<file path="config.mk">
export PLATFORM = sky130hd
export DESIGN_NAME = stride_prefetcher
export DESIGN_NICKNAME = d
export VERILOG_FILES = /design/src/rtl/pfs_pkg.sv /design/src/rtl/pfs_entry.sv /design/src/rtl/pfs_lru.sv /design/src/rtl/pfs_arb.sv /design/src/rtl/pfs_outq.sv /design/src/rtl/stride_prefetcher.sv
export SDC_FILE = /design/constraint.sdc
export NUM_CORES = 2
export LEC_CHECK = 0
export ABC_CLOCK_PERIOD_IN_PS = 5100
export CAP_MARGIN = 10
export CORE_MARGIN = 3
export CORE_UTILIZATION = 30
export CTS_CLUSTER_SIZE = 28
export DETAILED_ROUTE_END_ITERATION = 8
export DONT_BUFFER_PORTS = 1
export GPL_TIMING_DRIVEN = 1
export PLACE_DENSITY_LB_ADDON = 0.12
export SKIP_LAST_GASP = 1
export SYNTH_ARGS = -nofsm -noshare
export SYNTH_HDL_FRONTEND = slang
export SYNTH_SLANG_ARGS = --single-unit
export TNS_END_PERCENT = 100
</file>
<file path="constraint.sdc">
create_clock -name clk -period 5.1 [get_ports clk]
set_input_delay 1.02 -clock clk [delete_from_list [all_inputs] [get_ports clk]]
set_output_delay 1.02 -clock clk [all_outputs]
set_load 0.01 [all_outputs]
</file>
<file path="src/rtl/pfs_pkg.sv">
// Package: shared types for the stride prefetcher.
// Assumes: nothing beyond standard SystemVerilog.
package pfs_pkg;

    // Confidence of a stream entry: no distance seen, one distance seen, stride confirmed
    typedef enum logic [1:0] {
        CF_NEW  = 2'd0,
        CF_ONE  = 2'd1,
        CF_SURE = 2'd2
    } conf_e;

endpackage

</file>
<file path="src/rtl/pfs_entry.sv">
// Module: one stream entry. It holds the tag, last block, stride, confidence,
// depth, prefetch frontier and lead (the number of strides already requested
// ahead of the last access).
// Assumes: alloc_i and hit_i are never both high. ahead_i is already clamped.
// Invariant while confirmed: npf == last + (lead+1)*stride.
module pfs_entry
    import pfs_pkg::*;
#(
    parameter int BLK_W   = 26,
    parameter int ID_W    = 6,
    parameter int AHEAD_W = 4
) (
    input  logic               clk,
    input  logic               rst_n,
    input  logic               alloc_i,
    input  logic               hit_i,
    input  logic               grant_i,
    input  logic [ID_W-1:0]    id_i,
    input  logic [BLK_W-1:0]   blk_i,
    input  logic [AHEAD_W-1:0] ahead_i,
    output logic               valid_o,
    output logic [ID_W-1:0]    id_o,
    output logic               pend_o,
    output logic [BLK_W-1:0]   npf_o
);

    logic               vld_q, vld_d;
    logic [ID_W-1:0]    id_q, id_d;
    logic [BLK_W-1:0]   last_q, last_d, str_q, str_d, npf_q, npf_d, delta;
    conf_e              conf_q, conf_d;
    logic [AHEAD_W-1:0] lead_q, lead_d, depth_q, depth_d;

    assign delta = blk_i - last_q;

    // Next state: apply an issued prefetch first, then any demand access
    always_comb begin
        vld_d   = vld_q;
        id_d    = id_q;
        last_d  = last_q;
        str_d   = str_q;
        npf_d   = npf_q;
        conf_d  = conf_q;
        lead_d  = lead_q;
        depth_d = depth_q;
        if (grant_i) begin
            npf_d  = npf_q + str_q;
            lead_d = lead_q + AHEAD_W'(1);
        end
        if (alloc_i) begin
            vld_d   = 1'b1;
            id_d    = id_i;
            last_d  = blk_i;
            str_d   = '0;
            npf_d   = '0;
            conf_d  = CF_NEW;
            lead_d  = '0;
            depth_d = ahead_i;
        end else if (hit_i && (delta != '0)) begin
            depth_d = ahead_i;
            last_d  = blk_i;
            if (delta != str_q) begin
                str_d  = delta;
                conf_d = CF_ONE;
                lead_d = '0;
            end else if (conf_q == CF_ONE) begin
                conf_d = CF_SURE;
                lead_d = '0;
                npf_d  = blk_i + str_q;
            end else if (lead_d != '0) begin
                lead_d = lead_d - AHEAD_W'(1);
            end else begin
                npf_d = blk_i + str_q;
            end
        end
    end

    // State register with synchronous active-low reset
    always_ff @(posedge clk) begin
        if (!rst_n) begin
            vld_q   <= 1'b0;
            id_q    <= '0;
            last_q  <= '0;
            str_q   <= '0;
            npf_q   <= '0;
            conf_q  <= CF_NEW;
            lead_q  <= '0;
            depth_q <= '0;
        end else begin
            vld_q   <= vld_d;
            id_q    <= id_d;
            last_q  <= last_d;
            str_q   <= str_d;
            npf_q   <= npf_d;
            conf_q  <= conf_d;
            lead_q  <= lead_d;
            depth_q <= depth_d;
        end
    end

    assign valid_o = vld_q;
    assign id_o    = id_q;
    assign pend_o  = vld_q && (conf_q == CF_SURE) && (lead_q < depth_q);
    assign npf_o   = npf_q;

endmodule

</file>
<file path="src/rtl/pfs_lru.sv">
// Module: picks the entry for a new stream. A free entry wins, lowest index
// first. Otherwise the least recently touched entry is chosen. Recency is kept
// as a rank per entry, 0 for the newest and N-1 for the oldest.
// Assumes: the ranks always form a permutation of 0..N-1.
module pfs_lru #(
    parameter int N     = 8,
    parameter int IDX_W = 3
) (
    input  logic             clk,
    input  logic             rst_n,
    input  logic             touch_i,
    input  logic [IDX_W-1:0] touch_idx_i,
    input  logic [N-1:0]     valid_i,
    output logic [IDX_W-1:0] victim_o
);

    logic [N-1:0][IDX_W-1:0] rank_q;
    logic                    free_found;

    // Rank update: the touched entry becomes newest, and newer ones age by one
    always_ff @(posedge clk) begin
        if (!rst_n) begin
            for (int i = 0; i < N; i++) rank_q[i] <= IDX_W'(i);
        end else if (touch_i) begin
            for (int i = 0; i < N; i++) begin
                if (IDX_W'(i) == touch_idx_i)
                    rank_q[i] <= '0;
                else if (rank_q[i] < rank_q[touch_idx_i])
                    rank_q[i] <= rank_q[i] + IDX_W'(1);
            end
        end
    end

    // Victim choice: lowest free entry, otherwise the oldest rank
    always_comb begin
        free_found = 1'b0;
        victim_o   = '0;
        for (int i = 0; i < N; i++) begin
            if (!valid_i[i] && !free_found) begin
                victim_o   = IDX_W'(i);
                free_found = 1'b1;
            end
        end
        if (!free_found) begin
            for (int i = 0; i < N; i++)
                if (rank_q[i] == IDX_W'(N - 1)) victim_o = IDX_W'(i);
        end
    end

endmodule

</file>
<file path="src/rtl/pfs_arb.sv">
// Module: fixed-priority choice of one pending entry per cycle. The lowest
// index wins, and its frontier block becomes the candidate request.
// Assumes: nothing. The grant is at most one-hot.
module pfs_arb #(
    parameter int N     = 8,
    parameter int BLK_W = 26
) (
    input  logic [N-1:0]            pend_i,
    input  logic [N-1:0][BLK_W-1:0] npf_i,
    output logic [N-1:0]            grant_o,
    output logic                    cand_v_o,
    output logic [BLK_W-1:0]        cand_blk_o
);

    // Lowest-index grant and the block it selects
    always_comb begin
        grant_o    = '0;
        cand_v_o   = 1'b0;
        cand_blk_o = '0;
        for (int i = 0; i < N; i++) begin
            if (pend_i[i] && !cand_v_o) begin
                grant_o[i] = 1'b1;
                cand_v_o   = 1'b1;
                cand_blk_o = npf_i[i];
            end
        end
    end

endmodule

</file>
<file path="src/rtl/pfs_outq.sv">
// Module: one-deep output register. It loads a candidate when it is empty or
// its content is accepted, holds while not ready, and lets later candidates be
// discarded.
// Assumes: the producer never waits on it.
module pfs_outq #(
    parameter int BLK_W = 26
) (
    input  logic             clk,
    input  logic             rst_n,
    input  logic             cand_v_i,
    input  logic [BLK_W-1:0] cand_blk_i,
    input  logic             pf_ready,
    output logic             pf_valid,
    output logic [BLK_W-1:0] pf_blk
);

    // Load on free or accepted slot, otherwise hold
    always_ff @(posedge clk) begin
        if (!rst_n) begin
            pf_valid <= 1'b0;
            pf_blk   <= '0;
        end else if (!pf_valid || pf_ready) begin
            pf_valid <= cand_v_i;
            pf_blk   <= cand_blk_i;
        end
    end

endmodule

</file>
<file path="src/rtl/stride_prefetcher.sv">
// Module: top of the multi-stream stride prefetcher. It looks up the demand
// tag, allocates on a miss through the replacement picker, updates the
// entries, arbitrates one prefetch per cycle and drives the output register.
// Assumes: at most one demand access per cycle. Tags are unique in the table.
module stride_prefetcher
    import pfs_pkg::*;
#(
    parameter  int NUM_STREAMS = 8,
    parameter  int MAX_AHEAD   = 12,
    parameter  int BLK_W       = 26,
    parameter  int ID_W        = 6,
    localparam int AHEAD_W     = $clog2(MAX_AHEAD + 1),
    localparam int IDX_W       = (NUM_STREAMS > 1) ? $clog2(NUM_STREAMS) : 1
) (
    input  logic               clk,
    input  logic               rst_n,
    input  logic               dem_valid,
    input  logic [ID_W-1:0]    dem_id,
    input  logic [BLK_W-1:0]   dem_blk,
    input  logic [AHEAD_W-1:0] dem_ahead,
    output logic               pf_valid,
    input  logic               pf_ready,
    output logic [BLK_W-1:0]   pf_blk
);

    logic [NUM_STREAMS-1:0]            vld_vec, match_vec, hit_vec, alloc_vec;
    logic [NUM_STREAMS-1:0]            pend_vec, grant_vec;
    logic [NUM_STREAMS-1:0][ID_W-1:0]  id_vec;
    logic [NUM_STREAMS-1:0][BLK_W-1:0] npf_vec;
    logic                              hit_any;
    logic [IDX_W-1:0]                  hit_idx, victim_idx, touch_idx;
    logic [AHEAD_W-1:0]                ahead_c;
    logic                              cand_v;
    logic [BLK_W-1:0]                  cand_blk;

    // Depth clamp: 0 reads as 1, values above the limit read as the limit
    always_comb begin
        if (dem_ahead == '0)
            ahead_c = AHEAD_W'(1);
        else if (int'(dem_ahead) > MAX_AHEAD)
            ahead_c = AHEAD_W'(MAX_AHEAD);
        else
            ahead_c = dem_ahead;
    end

    // Tag lookup across all entries
    always_comb begin
        hit_any = 1'b0;
        hit_idx = '0;
        for (int i = 0; i < NUM_STREAMS; i++) begin
            match_vec[i] = vld_vec[i] && (id_vec[i] == dem_id);
            if (match_vec[i]) begin
                hit_any = 1'b1;
                hit_idx = IDX_W'(i);
            end
        end
    end

    // Per-entry update strobes for hit or allocation
    always_comb begin
        for (int i = 0; i < NUM_STREAMS; i++) begin
            hit_vec[i]   = dem_valid && match_vec[i];
            alloc_vec[i] = dem_valid && !hit_any && (victim_idx == IDX_W'(i));
        end
    end

    assign touch_idx = hit_any ? hit_idx : victim_idx;

    generate
        for (genvar g = 0; g < NUM_STREAMS; g++) begin : g_ent
            pfs_entry #(
                .BLK_W  (BLK_W),
                .ID_W   (ID_W),
                .AHEAD_W(AHEAD_W)
            ) ent_i (
                .clk    (clk),
                .rst_n  (rst_n),
                .alloc_i(alloc_vec[g]),
                .hit_i  (hit_vec[g]),
                .grant_i(grant_vec[g]),
                .id_i   (dem_id),
                .blk_i  (dem_blk),
                .ahead_i(ahead_c),
                .valid_o(vld_vec[g]),
                .id_o   (id_vec[g]),
                .pend_o (pend_vec[g]),
                .npf_o  (npf_vec[g])
            );
        end
    endgenerate

    pfs_lru #(
        .N    (NUM_STREAMS),
        .IDX_W(IDX_W)
    ) lru_i (
        .clk        (clk),
        .rst_n      (rst_n),
        .touch_i    (dem_valid),
        .touch_idx_i(touch_idx),
        .valid_i    (vld_vec),
        .victim_o   (victim_idx)
    );

    pfs_arb #(
        .N    (NUM_STREAMS),
        .BLK_W(BLK_W)
    ) arb_i (
        .pend_i    (pend_vec),
        .npf_i     (npf_vec),
        .grant_o   (grant_vec),
        .cand_v_o  (cand_v),
        .cand_blk_o(cand_blk)
    );

    pfs_outq #(
        .BLK_W(BLK_W)
    ) outq_i (
        .clk       (clk),
        .rst_n     (rst_n),
        .cand_v_i  (cand_v),
        .cand_blk_i(cand_blk),
        .pf_ready  (pf_ready),
        .pf_valid  (pf_valid),
        .pf_blk    (pf_blk)
    );

endmodule

</file>
# Word-level counts from Yosys, hierarchy flattened
# Index checks and enable logic that the tools add are counted.
[op_classes] addsub=48 n_lt_le_gt_ge=18 n_eq_ne=54 n_mux=211 bitwise=1 n_reduce_logical=161
[op_table] operator="26-bit 2-to-1 mux" n=64
[op_table] operator="26-bit adder" n=16
[op_table] operator="4-bit 2-to-1 mux" n=58
[op_table] operator="26-bit inequality test" n=8
[op_table] operator="26-bit nonzero test" n=8
[op_table] operator="26-bit subtractor" n=8
[op_table] operator="3-bit 2-to-1 mux" n=37
[op_table] operator="1-bit logical AND" n=63
[op_table] operator="6-bit == test" n=8
[op_table] operator="2-bit AND reduction" n=24
[op_table] operator="2-bit nonzero test" n=24
[op_table] operator="3-bit == test, second input constant" n=12
[op_table] operator="2-bit 2-to-1 mux" n=18
[op_table] operator="1-bit 2-to-1 mux" n=33
[op_table] operator="4-bit by 1-bit adder with 4-bit output, second input constant" n=8
[op_table] operator="4-bit < comparator" n=8
[op_table] operator="4-bit nonzero test" n=8
[op_table] operator="4-bit by 1-bit subtractor with 4-bit output, second input constant" n=8
[op_table] operator="3-bit by 1-bit adder with 3-bit output, second input constant" n=8
[op_table] operator="3-bit < comparator" n=8
[op_table] operator="1-bit logical NOT" n=22
[op_table] operator="2-bit by 1-bit == test with 1-bit output, second input constant" n=8
[op_table] operator="2-bit == test, second input constant" n=8
[op_table] operator="2-bit OR reduction" n=8
[op_table] operator="other kinds (12)" n=18
[word_totals] regBits=811 wordCells=567

# Logic depth before layout (Yosys ltp)
[logic_depth] depth_word=36 depth_mapped=21 mapped_depth_nobuf=20

# By module
# From an unflattened synthesis, not the netlist that was laid out.
[unflattened] hier_cells=9957 area_unflattened_um2=77609.4
[modules_own_cells] module="pfs_entry at g_ent[4].ent_i ..." instances=3 cells_each=1128 area_each_um2=8662.1 seq_area_each_um2=1901.8
[modules_own_cells] module="pfs_entry at g_ent[1].ent_i ..." instances=2 cells_each=1106 area_each_um2=8790.9 seq_area_each_um2=1901.8
[modules_own_cells] module="pfs_entry at g_ent[7].ent_i" instances=1 cells_each=1184 area_each_um2=9417.8 seq_area_each_um2=1901.8
[modules_own_cells] module="pfs_entry at g_ent[3].ent_i" instances=1 cells_each=1199 area_each_um2=9205.1 seq_area_each_um2=1901.8
[modules_own_cells] module="pfs_entry at g_ent[0].ent_i" instances=1 cells_each=1127 area_each_um2=8989.9 seq_area_each_um2=1901.8
[modules_own_cells] module="pfs_arb" instances=1 cells_each=383 area_each_um2=2323.5 seq_area_each_um2=0.0
[modules_own_cells] module="pfs_lru" instances=1 cells_each=235 area_each_um2=2104.5 seq_area_each_um2=480.5
[modules_own_cells] module="pfs_outq" instances=1 cells_each=116 area_each_um2=1107.3 seq_area_each_um2=540.5
[modules_own_cells] module="stride_prefetcher" instances=1 cells_each=117 area_each_um2=893.4 seq_area_each_um2=0.0

# Worst setup path before layout
# Ideal clock, no wire load.
[synth_path] path_kind="input to register" startpoint="input dem_blk[0]" endpoint="register g_ent[4].ent_i.npf_q[19]" setup_ps=70 arrival_ps=5389 required_ps=5030 slack_ps=-359 cell_stages=18 path_buffers=1 cell_sequence="inv_1 > ha_1 > inv_1 > fa_1 > a21o_1 > a21oi_2 > o21ai_1 > a221oi_2 > xnor3_1 > a311o_1 > nor4_1 > nand4_1 > or4_1 > or4_4 > or3_1 > buf_2 > or3_1 > a21oi_1"
[synth_via] elab_chain_cells=5 elab_cells_between_ends=9
[synth_lines] element="from (decl)" line_no="stride_prefetcher.sv:19" rtl="input logic [BLK_W-1:0] dem_blk,"
[synth_lines] element="branches (longest 4 deep; another with 26-bit subtractor)"
[synth_lines] element="26-bit 2-to-1 mux *" line_no="pfs_entry.sv:58" rtl="end else if (hit_i && (delta != '0)) begin"
[synth_lines] element="to (signal assigned)" line_no="pfs_entry.sv:93" rtl="npf_q <= npf_d;"
[synth_lines] element="to (decl)" line_no="pfs_entry.sv:29" rtl="logic [BLK_W-1:0] last_q, last_d, str_q, str_d, npf_q, npf_d, delta;"
# Every way passes the cells marked *.
# A chain may end at the register's enable or synchronous reset.

# Final worst setup path
[layout_path] startpoint="input dem_blk[0]" endpoint="register g_ent[3].ent_i.npf_q[17]"
[layout_via] elab_cells_between_ends=9
[layout_rtl] element="26-bit subtractor *" line_no="pfs_entry.sv:33" rtl="assign delta = blk_i - last_q;"
[layout_rtl] element="via g_ent[3].ent_i.delta[1]" line_no="pfs_entry.sv:29"
[layout_rtl] element="26-bit inequality test or 26-bit nonzero test (tied branches)" line_no="pfs_entry.sv:61, pfs_entry.sv:58"
[layout_rtl] element="26-bit 2-to-1 mux or 1-bit logical AND (tied branches)" line_no="pfs_entry.sv:61, pfs_entry.sv:58"
[layout_rtl] element="26-bit 2-to-1 mux *" line_no="pfs_entry.sv:58"
[layout_rtl] element="to (signal assigned)" line_no="pfs_entry.sv:93"
[layout_rtl] element="to (decl)" line_no="pfs_entry.sv:29"
# The timed path passes the listed nets; every way through them passes the cells marked *.

==> flow_summary.toml <==
[cts]
cts_buffers = 111
hold_buffers = 0
clkLatencyLatePin_ns = 0.78
cts.root.buffer_cell = "clkbuf_16"
path_clk_slew_ns = 0.06
clock_sinks = 811
cts.path.max_buffers = 3
cts_tree = "done"
cts_htree_levels = 3

[worst_setup_path]
worstPathMaxFanout = 16
start_kind = "input port"
slowest_delay_ns = 0.56
crit_chain = "clkinvlp_4 -> buf_12 -> buf_6 -> ha_4 -> inv_2 -> fa_2 -> xnor2_2 -> nand4_1 -> nor3_2 -> o2111ai_1 -> or4_1 -> or4_4 -> or4_4 -> nor4_4 -> nand4_1 -> nor4_4 -> o211ai_4 -> buf_12 -> clkbuf_16 -> mux2i_2 -> nor2_1"
crit_slowest_cell = "fa_2"
reg2reg_slack_ns = 0.18
cp.arrival_ns = 5.65
end_kind = "register"
crit_type = "input port to register"
required_ns = 5.73

[sta]
report.final.slew_viol_count = 0
finalSetupTns_ns = 0
rsz0062_at_grt = "true"
clock_skew_ns = 0.0430
min_period_ns = 5.02
fin_ws_ns = 0.0797
fin_crit_sh_pct = 98.4
finalSetupViolCount = 0
max-slew-margin-rel_pct = 23.5
hold_viol = 0
worst_slew_pin_slew_ns = 1.14
fmax_mhz = 199

[synthesis]
ys_seq_area_share_pct = 22.6
post_synth.cell_area_avg_um2 = 7.78
async_flop_share_pct = 0
synth_seq_cells = 811
synth_edf_count = 0
synthCells = 9219
synth_nets = 9947
synth.distinct_cells = 115
synth_flop_cell = "dfxtp_1"
synth_warnings = 0
syn_area_mm2 = 0.0717

[global_routing]
track_usage_pct = 22.7
overflow = 0
grt_pass1_vias = 67600
grt_max_degree = 112
grt_pass1_wl_um = 428000
antenna_found_initial = 18

[cells_and_area]
drive_gt1_share_pct = 14.7
layout_commonest_cell = "nor2_1"
final_cell_mix = "nor2_1, buf_4, dfxtp_1"
area_growth_pct = 21.1
final_nets = 10600

[drt]
wl_per_cell_um = 22.0
ant_nets = 0
first_pass_iters = 6
drcViolationCount = 0
vias = 70500
vias_per_cell = 5.37
finalWirelength_um = 288000
drt-initial-drc-count = 5042

[die]
pin_count = 67
rows = 178
die_h_um = 495
dieArea_mm2 = 0.245
design.core.area_mm2 = 0.237
die_x_um = 495
start_util_pct = 30.3

[power]
power_leakage_uw = 0.0358
power_uw = 18500
powerDensity_mw_per_mm2 = 213
ir_drop_uv = 264

[placement]
dpl.hpwl_um = 210000
dp_slack_ns = -0.892
port_buffers = 0
gp_congestion = 0.885

[job]
drv_cap = 0

[status]
outcome = "completed"

[worst_hold_path]
hold_path.class = "input port to register"
-- layer usage --
layer	global-route usage, %	up-vias	wire, um
met4	7.78	4	10400
met3	3.38	354	15100
met2	36.7	1541	129000
met1	30.8	33800	134000
met5	0	-	32
li1	-	34800	-
-- cells by family (layout without fill, tap and decap cells) --
| logic type | after synthesis | in the layout | synth area share (%) |
|---|---|---|---|
| mux | 454 | 454 | 6.39 |
| xor+xnor | 730 | 730 | 9.84 |
| buf+inv | 897 | 1631 | 4.86 |
| flops | 811 | 811 | 22.6 |
| other cells | 0 | 12 | 0 |
| compound gates | 2512 | 2513 | 22.8 |
| simple gates | 3119 | 3119 | 21.2 |
| fa+ha+maj | 696 | 696 | 12.4 |
-- worst max-delay path, delay by kind of cell --
family / cells / cell delay [ns]
muxes: 1 / 0.18
AOI/OAI and AO/OA: 2 / 0.26
and+or+nand+nor: 9 / 2.59
xor gates and xnor gates: 1 / 0.11
adders and majority gates: 2 / 0.71
buffers and inverters: 6 / 0.74
-- cells in the mapped netlist, types with 30 or more instances --
master	number	share of area, %
o21bai_1	55	0.58
a21o_1	193	2.0
nor3b_1	30	0.31
a311oi_1	39	0.48
o31ai_1	72	0.75
ha_1	664	12
buf_2	61	0.43
xnor2_1	417	5.1
o21ai_0	554	3.9
nor4_1	93	0.81
or3_1	81	0.71
nor2b_1	106	0.92
mux2i_1	430	6.0
nor2_1	959	5.0
nand4_1	100	0.87
nand2b_1	111	0.97
a211o_1	30	0.37
xor2_1	266	3.2
and3_1	80	0.70
or2_2	72	0.63
nand3b_1	30	0.31
xnor3_1	32	1.0
a211oi_1	162	1.7
clkbuf_1	332	1.7
o211ai_1	60	0.63
a21oi_1	705	4.9
inv_1	468	2.4
nand3_1	330	2.3
dfxtp_1	811	23
and2_1	57	0.50
a22oi_1	52	0.54
nor3_1	244	1.7
o21a_1	111	1.2
nand2_1	675	3.5
a221o_1	30	0.42
or4_1	34	0.36
a31oi_1	81	0.71
-- stage by stage --
stage          hold slack, ns  utilization [%]  cells  area [um^2]
3_5_place_dp            0.445             34.6  12900        81900
6_report                0.404             36.7  13100        86900
3_3_place_gp            0.441             34.6  12900        81900
4_1_cts                 0.326             36.3  13100        85900
2_1_floorplan           0.432                -   9219        71800
5_1_grt                 0.354             36.7  13100        86900
-- power by group --
group	total [uW]	internal, uW	switching, uW
Clock	8680	5270	3410
Sequential	6420	6390	38.9
Combinational	3430	1600	1830
Total	18500	13300	5280
-- path summary, 6_finish.rpt --
check | from | to | depth (start not counted)
worst min register to register | g_ent[4].ent_i.last_q[2] | g_ent[4].ent_i.last_q[2] | 2
worst max-delay path | dem_blk[0] | g_ent[3].ent_i.npf_o[17] | 21
worst max register to register | g_ent[4].ent_i.last_q[0] | g_ent[4].ent_i.npf_o[7] | 19
worst min-delay path | dem_ahead[3] | g_ent[4].ent_i.depth_q[3] | 2
-- state kept, by name, summed over array words and instances, names as in the netlist --
register	count
g_ent.ent_i.npf_o	208
g_ent.ent_i.str_q	208
outq_i.pf_valid	1
g_ent.ent_i.depth_q	32
g_ent.ent_i.valid_o	8
g_ent.ent_i.lead_q	32
g_ent.ent_i.conf_q	16
lru_i.rank_q	24
outq_i.pf_blk	26
g_ent.ent_i.last_q	208
g_ent.ent_i.id_o	48
-- repair_timing --
| action | 4_1_cts | 5_1_grt |
|---|---|---|
| gates resized for setup | 3 | 118 |
| pin swaps | 2 | 46 |
| endpoints found under the setup margin | 69 | 535 |
| cloned | 1 | 10 |
| setup buffers | 0 | 23 |
-- layout make-up --
class | count | area, um^2
diodes | 12 | 30.0
clock buffers | 151 | 3180
clock inverters | 54 | 810
fillers | 24600 | 150000
inverters | 469 | 1770
multi-input cells | 7512 | 52900
flip-flops and latches | 811 | 16200
well taps | 3150 | 3940
repair buffers | 957 | 8020
No activity file was read; power rests on OpenSTA's default activity.
